--- src/rtl/adc_seq_pkg.sv ---
// Shared types and constants for the ADC conversion sequencer.
// Assumes an 8-bit register bus and a 4-bit channel code.
package adc_seq_pkg;

    // Control register image, MSB first; the order matches the bus layout.
    typedef struct packed {
        logic       irq;
        logic       dma;
        logic       cconv;
        logic       sconv;
        logic [3:0] chan;
    } ctl_t;

    typedef enum logic {
        ST_IDLE = 1'b0,
        ST_CONV = 1'b1
    } seq_state_t;

    localparam logic [3:0] CH_TEMP = 4'h8;
    localparam logic [3:0] CH_STOP = 4'hF;

    // True for codes the converter accepts (inputs 0..7 and the temperature sensor).
    function automatic logic code_launchable(input logic [3:0] code);
        return code <= CH_TEMP;
    endfunction

endpackage

--- src/rtl/adc_ctl_regs.sv ---
// Control/status register file for the ADC sequencer.
// Holds the control register, merges bus writes with hardware events
// (hardware after software, acknowledge last) and muxes read data.
// Assumes single-cycle writes; reads are combinational on bus_addr.
module adc_ctl_regs
    import adc_seq_pkg::*;
#(
    parameter int              ADDR_W    = 8,
    parameter logic [ADDR_W-1:0] CTL_ADDR  = 8'hD8,
    parameter logic [ADDR_W-1:0] STAT_ADDR = 8'hF5
) (
    input  logic              clk,
    input  logic              rst_n,
    input  logic [ADDR_W-1:0] bus_addr,
    input  logic              bus_wr,
    input  logic [7:0]        bus_wdata,
    output logic [7:0]        bus_rdata,
    input  logic              irq_ack,
    input  logic              ev_single_end,
    input  logic              ev_block_end,
    input  logic              busy,
    output ctl_t              ctl
);

    ctl_t ctl_nxt;

    // Next-state merge: software write, then hardware events, then acknowledge.
    always_comb begin
        ctl_nxt = ctl;
        if (bus_wr && bus_addr == CTL_ADDR) begin
            ctl_nxt = ctl_t'(bus_wdata);
        end
        if (ev_single_end) begin
            ctl_nxt.irq   = 1'b1;
            ctl_nxt.sconv = 1'b0;
        end
        if (ev_block_end) begin
            ctl_nxt.irq   = 1'b1;
            ctl_nxt.sconv = 1'b0;
            ctl_nxt.cconv = 1'b0;
        end
        if (irq_ack) begin
            ctl_nxt.irq = 1'b0;
        end
    end

    // Control register storage with synchronous reset.
    always_ff @(posedge clk) begin
        if (!rst_n) ctl <= '0;
        else        ctl <= ctl_nxt;
    end

    // Read data mux; the status register carries only the busy bit.
    always_comb begin
        if (bus_addr == CTL_ADDR)       bus_rdata = ctl;
        else if (bus_addr == STAT_ADDR) bus_rdata = {busy, 7'b0};
        else                            bus_rdata = 8'h00;
    end

    // acknowledge always leaves the flag clear.
    p_ack_clears_r6: assert property (@(posedge clk) disable iff (!rst_n)
        irq_ack |=> !ctl.irq);

    // a hardware end event without acknowledge leaves the flag set.
    p_event_sets_irq_r5: assert property (@(posedge clk) disable iff (!rst_n)
        ((ev_single_end || ev_block_end) && !irq_ack) |=> ctl.irq);

    // a block end removes both request bits.
    p_block_end_clears_r10: assert property (@(posedge clk) disable iff (!rst_n)
        ev_block_end |=> (!ctl.sconv && !ctl.cconv));

endmodule

--- src/rtl/adc_conv_seq.sv ---
// Conversion sequencer: decides when to launch, latches the channel,
// tracks the in-flight conversion and emits end-of-conversion events.
// Assumes adc_done is a one-cycle pulse; done outside a conversion is ignored.
module adc_conv_seq
    import adc_seq_pkg::*;
#(
    parameter int CHAN_W = 4
) (
    input  logic              clk,
    input  logic              rst_n,
    input  ctl_t              ctl,
    input  logic [CHAN_W-1:0] dma_chan_id,
    input  logic              adc_done,
    output logic              adc_start,
    output logic [CHAN_W-1:0] adc_chan,
    output logic              busy,
    output logic              dma_advance,
    output logic              ev_single_end,
    output logic              ev_block_end
);

    seq_state_t        state;
    logic [CHAN_W-1:0] src_code;
    logic              req;
    logic              idle;
    logic              launch;
    logic              finish;

    // Launch and completion decode for the current cycle.
    always_comb begin
        src_code      = ctl.dma ? dma_chan_id : ctl.chan;
        req           = ctl.sconv || ctl.cconv;
        idle          = (state == ST_IDLE);
        launch        = idle && req && code_launchable(src_code);
        ev_block_end  = idle && req && ctl.dma && (src_code == CH_STOP);
        finish        = (state == ST_CONV) && adc_done;
        ev_single_end = finish && !ctl.dma;
        busy          = (state == ST_CONV);
    end

    // State, strobe, channel latch and DMA advance registers.
    always_ff @(posedge clk) begin
        if (!rst_n) begin
            state       <= ST_IDLE;
            adc_start   <= 1'b0;
            adc_chan    <= '0;
            dma_advance <= 1'b0;
        end else begin
            adc_start   <= launch;
            dma_advance <= finish && ctl.dma;
            if (launch) begin
                state    <= ST_CONV;
                adc_chan <= src_code;
            end else if (finish) begin
                state <= ST_IDLE;
            end
        end
    end

    // the start strobe lasts exactly one cycle.
    p_strobe_pulse_r11: assert property (@(posedge clk) disable iff (!rst_n)
        adc_start |=> !adc_start);

    // a strobe only ever carries a launchable code and marks busy.
    p_start_legal_r8: assert property (@(posedge clk) disable iff (!rst_n)
        adc_start |-> (busy && adc_chan <= CH_TEMP));

    // the channel holds for the rest of a conversion.
    p_chan_stable_r7: assert property (@(posedge clk) disable iff (!rst_n)
        (busy && !adc_start) |-> $stable(adc_chan));

    // the advance pulse follows a conversion that was in flight.
    p_advance_after_conv_r9: assert property (@(posedge clk) disable iff (!rst_n)
        dma_advance |-> (!busy && $past(busy)));

endmodule

--- src/rtl/adc_seq_ctrl.sv ---
// Top of the ADC conversion control sequencer: register file plus sequencer.
// Assumes a single clock domain shared with the converter interface.
module adc_seq_ctrl
    import adc_seq_pkg::*;
#(
    parameter int                ADDR_W    = 8,
    parameter logic [ADDR_W-1:0] CTL_ADDR  = 8'hD8,
    parameter logic [ADDR_W-1:0] STAT_ADDR = 8'hF5
) (
    input  logic              clk,
    input  logic              rst_n,
    input  logic [ADDR_W-1:0] bus_addr,
    input  logic              bus_wr,
    input  logic [7:0]        bus_wdata,
    output logic [7:0]        bus_rdata,
    input  logic              irq_ack,
    output logic              irq_req,
    output logic              adc_start,
    output logic [3:0]        adc_chan,
    input  logic              adc_done,
    input  logic [3:0]        dma_chan_id,
    output logic              dma_advance
);

    ctl_t ctl;
    logic busy;
    logic ev_single_end;
    logic ev_block_end;

    adc_ctl_regs #(
        .ADDR_W   (ADDR_W),
        .CTL_ADDR (CTL_ADDR),
        .STAT_ADDR(STAT_ADDR)
    ) u_regs (
        .clk          (clk),
        .rst_n        (rst_n),
        .bus_addr     (bus_addr),
        .bus_wr       (bus_wr),
        .bus_wdata    (bus_wdata),
        .bus_rdata    (bus_rdata),
        .irq_ack      (irq_ack),
        .ev_single_end(ev_single_end),
        .ev_block_end (ev_block_end),
        .busy         (busy),
        .ctl          (ctl)
    );

    adc_conv_seq #(
        .CHAN_W(4)
    ) u_seq (
        .clk          (clk),
        .rst_n        (rst_n),
        .ctl          (ctl),
        .dma_chan_id  (dma_chan_id),
        .adc_done     (adc_done),
        .adc_start    (adc_start),
        .adc_chan     (adc_chan),
        .busy         (busy),
        .dma_advance  (dma_advance),
        .ev_single_end(ev_single_end),
        .ev_block_end (ev_block_end)
    );

    // Interrupt request follows the flag.
    always_comb irq_req = ctl.irq;

    // nothing is strobed or requested in the cycle after reset.
    p_quiet_after_reset_r1: assert property (@(posedge clk)
        !$past(rst_n) |-> (!adc_start && !irq_req && !dma_advance));

endmodule

--- config.mk ---
export PLATFORM = sky130hd
export DESIGN_NAME = adc_seq_ctrl
export DESIGN_NICKNAME = d
export VERILOG_FILES = /design/src/rtl/adc_seq_pkg.sv /design/src/rtl/adc_ctl_regs.sv /design/src/rtl/adc_conv_seq.sv /design/src/rtl/adc_seq_ctrl.sv
export SDC_FILE = /design/constraint.sdc
export NUM_CORES = 1
export LEC_CHECK = 0
export CAP_MARGIN = 10
export CORE_MARGIN = 5
export CORE_UTILIZATION = 37
export CTS_BUF_LIST = sky130_fd_sc_hd__clkbuf_2
export DETAILED_ROUTE_END_ITERATION = 6
export GPL_ROUTABILITY_DRIVEN = 0
export PLACE_DENSITY = 0.75
export SYNTH_ARGS = -nofsm -noshare
export SYNTH_HDL_FRONTEND = slang
export SYNTH_SLANG_ARGS = --single-unit
--- constraint.sdc ---
create_clock -name clk -period 2 [get_ports clk]
set_clock_uncertainty 0.1 [all_clocks]
set_input_delay 0.3 -clock clk [delete_from_list [all_inputs] [get_ports clk]]
set_output_delay 0.3 -clock clk [all_outputs]
set_load 0.005 [all_outputs]
* Yosys cells after proc, flatten, opt, wreduce, memory -nomap -nowiden
Cells that the tools add are included.
Word-level totals: bits in registers 15, input bits 25, word-level logic and storage cells 38
Cells by class: order comparisons 1, equality and inequality tests 3, multiplexer cells 8, bitwise gates (word level) 2, reduce and logical (&&, ||, !) cells 15
Operator list (count):
- $mux W8 | 3
- $eq A8 B8 Y1 const B | 2
- $logic_and A1 B1 Y1 | 8
- $eq A4 B4 Y1 const B | 1
- $le A4 B4 Y1 const B | 1
- $mux W1 | 4
- $mux W4 | 1
- $reduce_or A2 Y1 | 2
- $reduce_bool A3 Y1 | 1
- $reduce_or A3 Y1 | 1
- $not A1 Y1 | 2
- $reduce_bool A2 Y1 | 1
- $logic_not A1 Y1 | 1
- $logic_or A1 B1 Y1 | 1

* Depth between registers and ports, before layout
word-level depth 5, depth in mapped cells 6

* By module
A second synthesis with hierarchy kept.
Unflattened totals: cells, all modules 91, area total of the unflattened synthesis 828.3 µm²
By module, submodules not included:
- adc_ctl_regs | times used 1, cells an instance 53, area each 467.9 µm², sequential area each 160.2 µm²
- adc_conv_seq | times used 1, cells an instance 38, area each 360.3 µm², sequential area each 140.1 µm²

* Worst setup path after synthesis
Ideal clock, no wire load.
path kind input -> register, from input bus_addr[2], to register, netlist name u_regs.ctl[4], setup time 0.080 ns, arrival 1.420 ns, slack 0.401 ns, stages 5, path through or2_4 -> or4_4 -> buf_6 -> mux2i_1 -> nor3b_1
Between the ends: longest elaborated chain between the ends 2
Ends and longest elaborated chain:
- start, declared | line adc_seq_ctrl.sv:12 | input logic [ADDR_W-1:0] bus_addr,
- $eq A8 B8 Y1 | line adc_ctl_regs.sv:30 | if (bus_wr && bus_addr == CTL_ADDR) begin
- $logic_and A1 B1 Y1 | line adc_ctl_regs.sv:30
No other way between the ends. A chain may end at the register's enable or synchronous reset.

* Final worst setup path
from input bus_addr[5], to output bus_rdata[6]
Between the ends: longest elaborated chain between the ends 2
Ends and longest elaborated chain:
- $eq A8 B8 Y1 | line adc_ctl_regs.sv:55 | if (bus_addr == CTL_ADDR) bus_rdata = ctl;
- $mux W8 | line adc_ctl_regs.sv:55
- end, declared | line adc_seq_ctrl.sv:15 | output logic [7:0] bus_rdata,
No other way between the ends.

==> reports/qor.yml <==
leakagePower_nw: 0.567
crit_slowest_cell: "or2_4"
pwr-share-comb_pct: 14.9
drtIter0Drc: 29
reg2reg_depth: 4
rsz0062_at_grt: "false"
grt-ovfl-total: 0
first_pass_iters: 4
ctsLongestPathBuffers: 2
ys_warn_count: 0
end_kind: "output pin"
cts_sinks: 15
place_ws_ns: -0.377
synth_edf_count: 0
synth_cell_type_count: 35
cap_violations: 0
drive_above_1_share_pct: 19.0
synthTopCellsByArea: "dfxtp_1, nand2_1, and2_1, a21boi_1, nand3_1"
syn_area_um2: 791
cts_buffers: 3
cpMostUsedCell: "dlygate4sd2_1"
num_rows: 16
fmax_mhz: 521
cts_hold_buf: 0
n_antenna_cell: 0
path_cells: "dlygate4sd2_1, or2_4, nor3_4, buf_6, buf_4, and2_1, dlygate4sd2_1"
whs_path_depth: 2
ys_ff_latch: 15
synth_most_common_cell: "nand2_1"
area_growth_pct: 67.1
grt_pass1_wl_um: 3530
critPathRequiredTime_ns: 1.60
synth_flop_cell: "dfxtp_1"
path_clk_slew_ns: 0.15
grt_start_max_net_pins: 18
async_flop_share_pct: 0
die_h_um: 56.2
num-fill-cells: 180
worstMarginPinSlew_ns: 0.541
clockPowerShare_pct: 27.7
cts_tree: "built"
fin_crit_sh_pct: 96.0
hold_slack_ns: 0.361
initial_utilization_pct: 39.5
clk_latency_ns: 0.28
fin_crit_ns: 1.92
synth_top_area_share_pct: 38.0
finalMaxSlewViolations: 0
arrival_ns: 1.52
synth_fa_ha_area_share_pct: 0
ioPinCount: 40
synth_common_cells: "nand2_1, dfxtp_1, and2_1, nand3_1, a21boi_1"
via_per_inst: 4.97
fp.dieW_um: 56.2
wirelength_um: 2250
power_uw: 522
drc: 0
worstPathMaxFanout: 4
antenna_found_initial: 0
root_buffer: "clkbuf_2"
start_kind: "input port"
seqPwrFrac_pct: 57.4
seqCellArea_um2: 300
final_cells: 174
synth_xor_area_share_pct: 0
setup_viol: 0
internal_power_uw: 396
syn_area_per_cell_um2: 8.50
htree_levels: 1
worstSetupPathType: "in2out"
dpl_cell_area_um2: 1260
ant_nets: 0
io_buffers: 39
cellPowerDensity_nw_per_um2: 395
switchingPower_uw: 126
design_area_um2: 1320
nets: 173
swShare_pct: 24.2
hold_viol: 0
dp_hpwl_um: 1760
max_stage_delay_ns: 0.27
hp-class: "reg2reg"
syn_inst: 93
synthMuxAreaShare_pct: 5.22
multi_input_area_um2: 463
irDropWorstVdd_mv: 0.249
yosys.area.top_type: "dfxtp_1"
wl_per_cell_um: 12.9
status: "finished, final reports clean"
die-area_um2: 3160
core_um2: 2000
synthSimpleGateAreaFrac_pct: 34.5
synth-seq-area-share_pct: 38.0
grt_pass1_vias: 801
synth_compound_area_share_pct: 17.1
dp_cells: 164
layout_setup_ws_ns: 0.0796
relSlewSlack_pct: 63.8
synth_top_family_by_area: "simple AND/OR/NAND/NOR gates"
grt_usage_pct: 14.1
synthesis.nets: 118
vias: 864
## per-layer routing
layer / vias to the layer above / part of all wire [%] / GRT usage [%]
met4: 0 / 0.36 / 6.10
met2: 30 / 49 / 25.4
li1: 437 / - / -
met5: - / 0 / 0
met1: 395 / 44 / 16.0
met3: 2 / 6.0 / 2.32
## final timing paths
kind                                   startpoint                 to  slack (ns)
worst max-delay path                  bus_addr[5]       bus_rdata[6]        0.08
worst min-delay path            u_seq.adc_chan[3]  u_seq.adc_chan[3]        0.36
worst min register to register  u_seq.adc_chan[3]  u_seq.adc_chan[3]        0.36
worst max register to register      u_regs.ctl[6]  u_seq.adc_chan[0]        0.23
## power by group through the flow
stage               sequential [mW]  combinational (mW)  clock (mW)
floorplan                     0.306              0.0176           0
global placement              0.306              0.0787           0
detailed placement            0.306              0.0795           0
CTS                           0.300              0.0777       0.149
global route                  0.300              0.0826       0.162
finish                        0.300              0.0778       0.145
## stage by stage
stage,TNS (ns),utilization (%)
3_3_place_gp,-3.52,62.9
5_1_grt,0,66.0
3_5_place_dp,-3.77,62.9
2_1_floorplan,0,-
4_1_cts,0,66.0
6_report,0,66.0
## kinds of logic after synthesis
logic type | after synthesis
flops | 15
compound gates | 19
buf+inv | 8
mux | 4
simple gates | 47
## placed cells by master (no fill, tap or decap), drive strengths merged, types with 2 or more instances in the layout
cell type	count
a211o	2
a21boi	5
a21oi	3
and2	7
buf	18
clkbuf	3
clkdlybuf4s15	2
clkdlybuf4s50	23
dfxtp	15
dlygate4sd2	12
inv	3
mux2i	3
nand2	16
nand2b	3
nand3	7
nand4b	2
nor2	3
nor2b	2
## cell type report
| class | instances | share of cell area (%) |
|---|---|---|
| clock buffers | 3 | 1.14 |
| clock inverters | 1 | 0.379 |
| inverters | 3 | 0.852 |
| multi-input cells | 70 | 35.0 |
| flip-flops and latches | 15 | 22.7 |
| well taps | 27 | 2.56 |
| repair buffers | 55 | 37.3 |
## registers in the layout, summed over array words and instances (netlist names)
signal,flops
u_seq.adc_chan,4
u_seq.adc_start,1
u_seq.dma_advance,1
u_regs.ctl,8
u_seq.busy,1
## critical path, delay by kind of cell
kind	cells	cell delay [ns]
buffers and inverters	4	0.71
AND/OR/NAND/NOR	3	0.52
## what timing repair did
action                     in CTS  in global routing
gates resized for setup        28                  0
setup endpoints to repair       8                  5
buffers inserted                6                  0
hold endpoints to repair        0                  0
pin swaps                       2                  1
(Power assumes the default switching activity.)
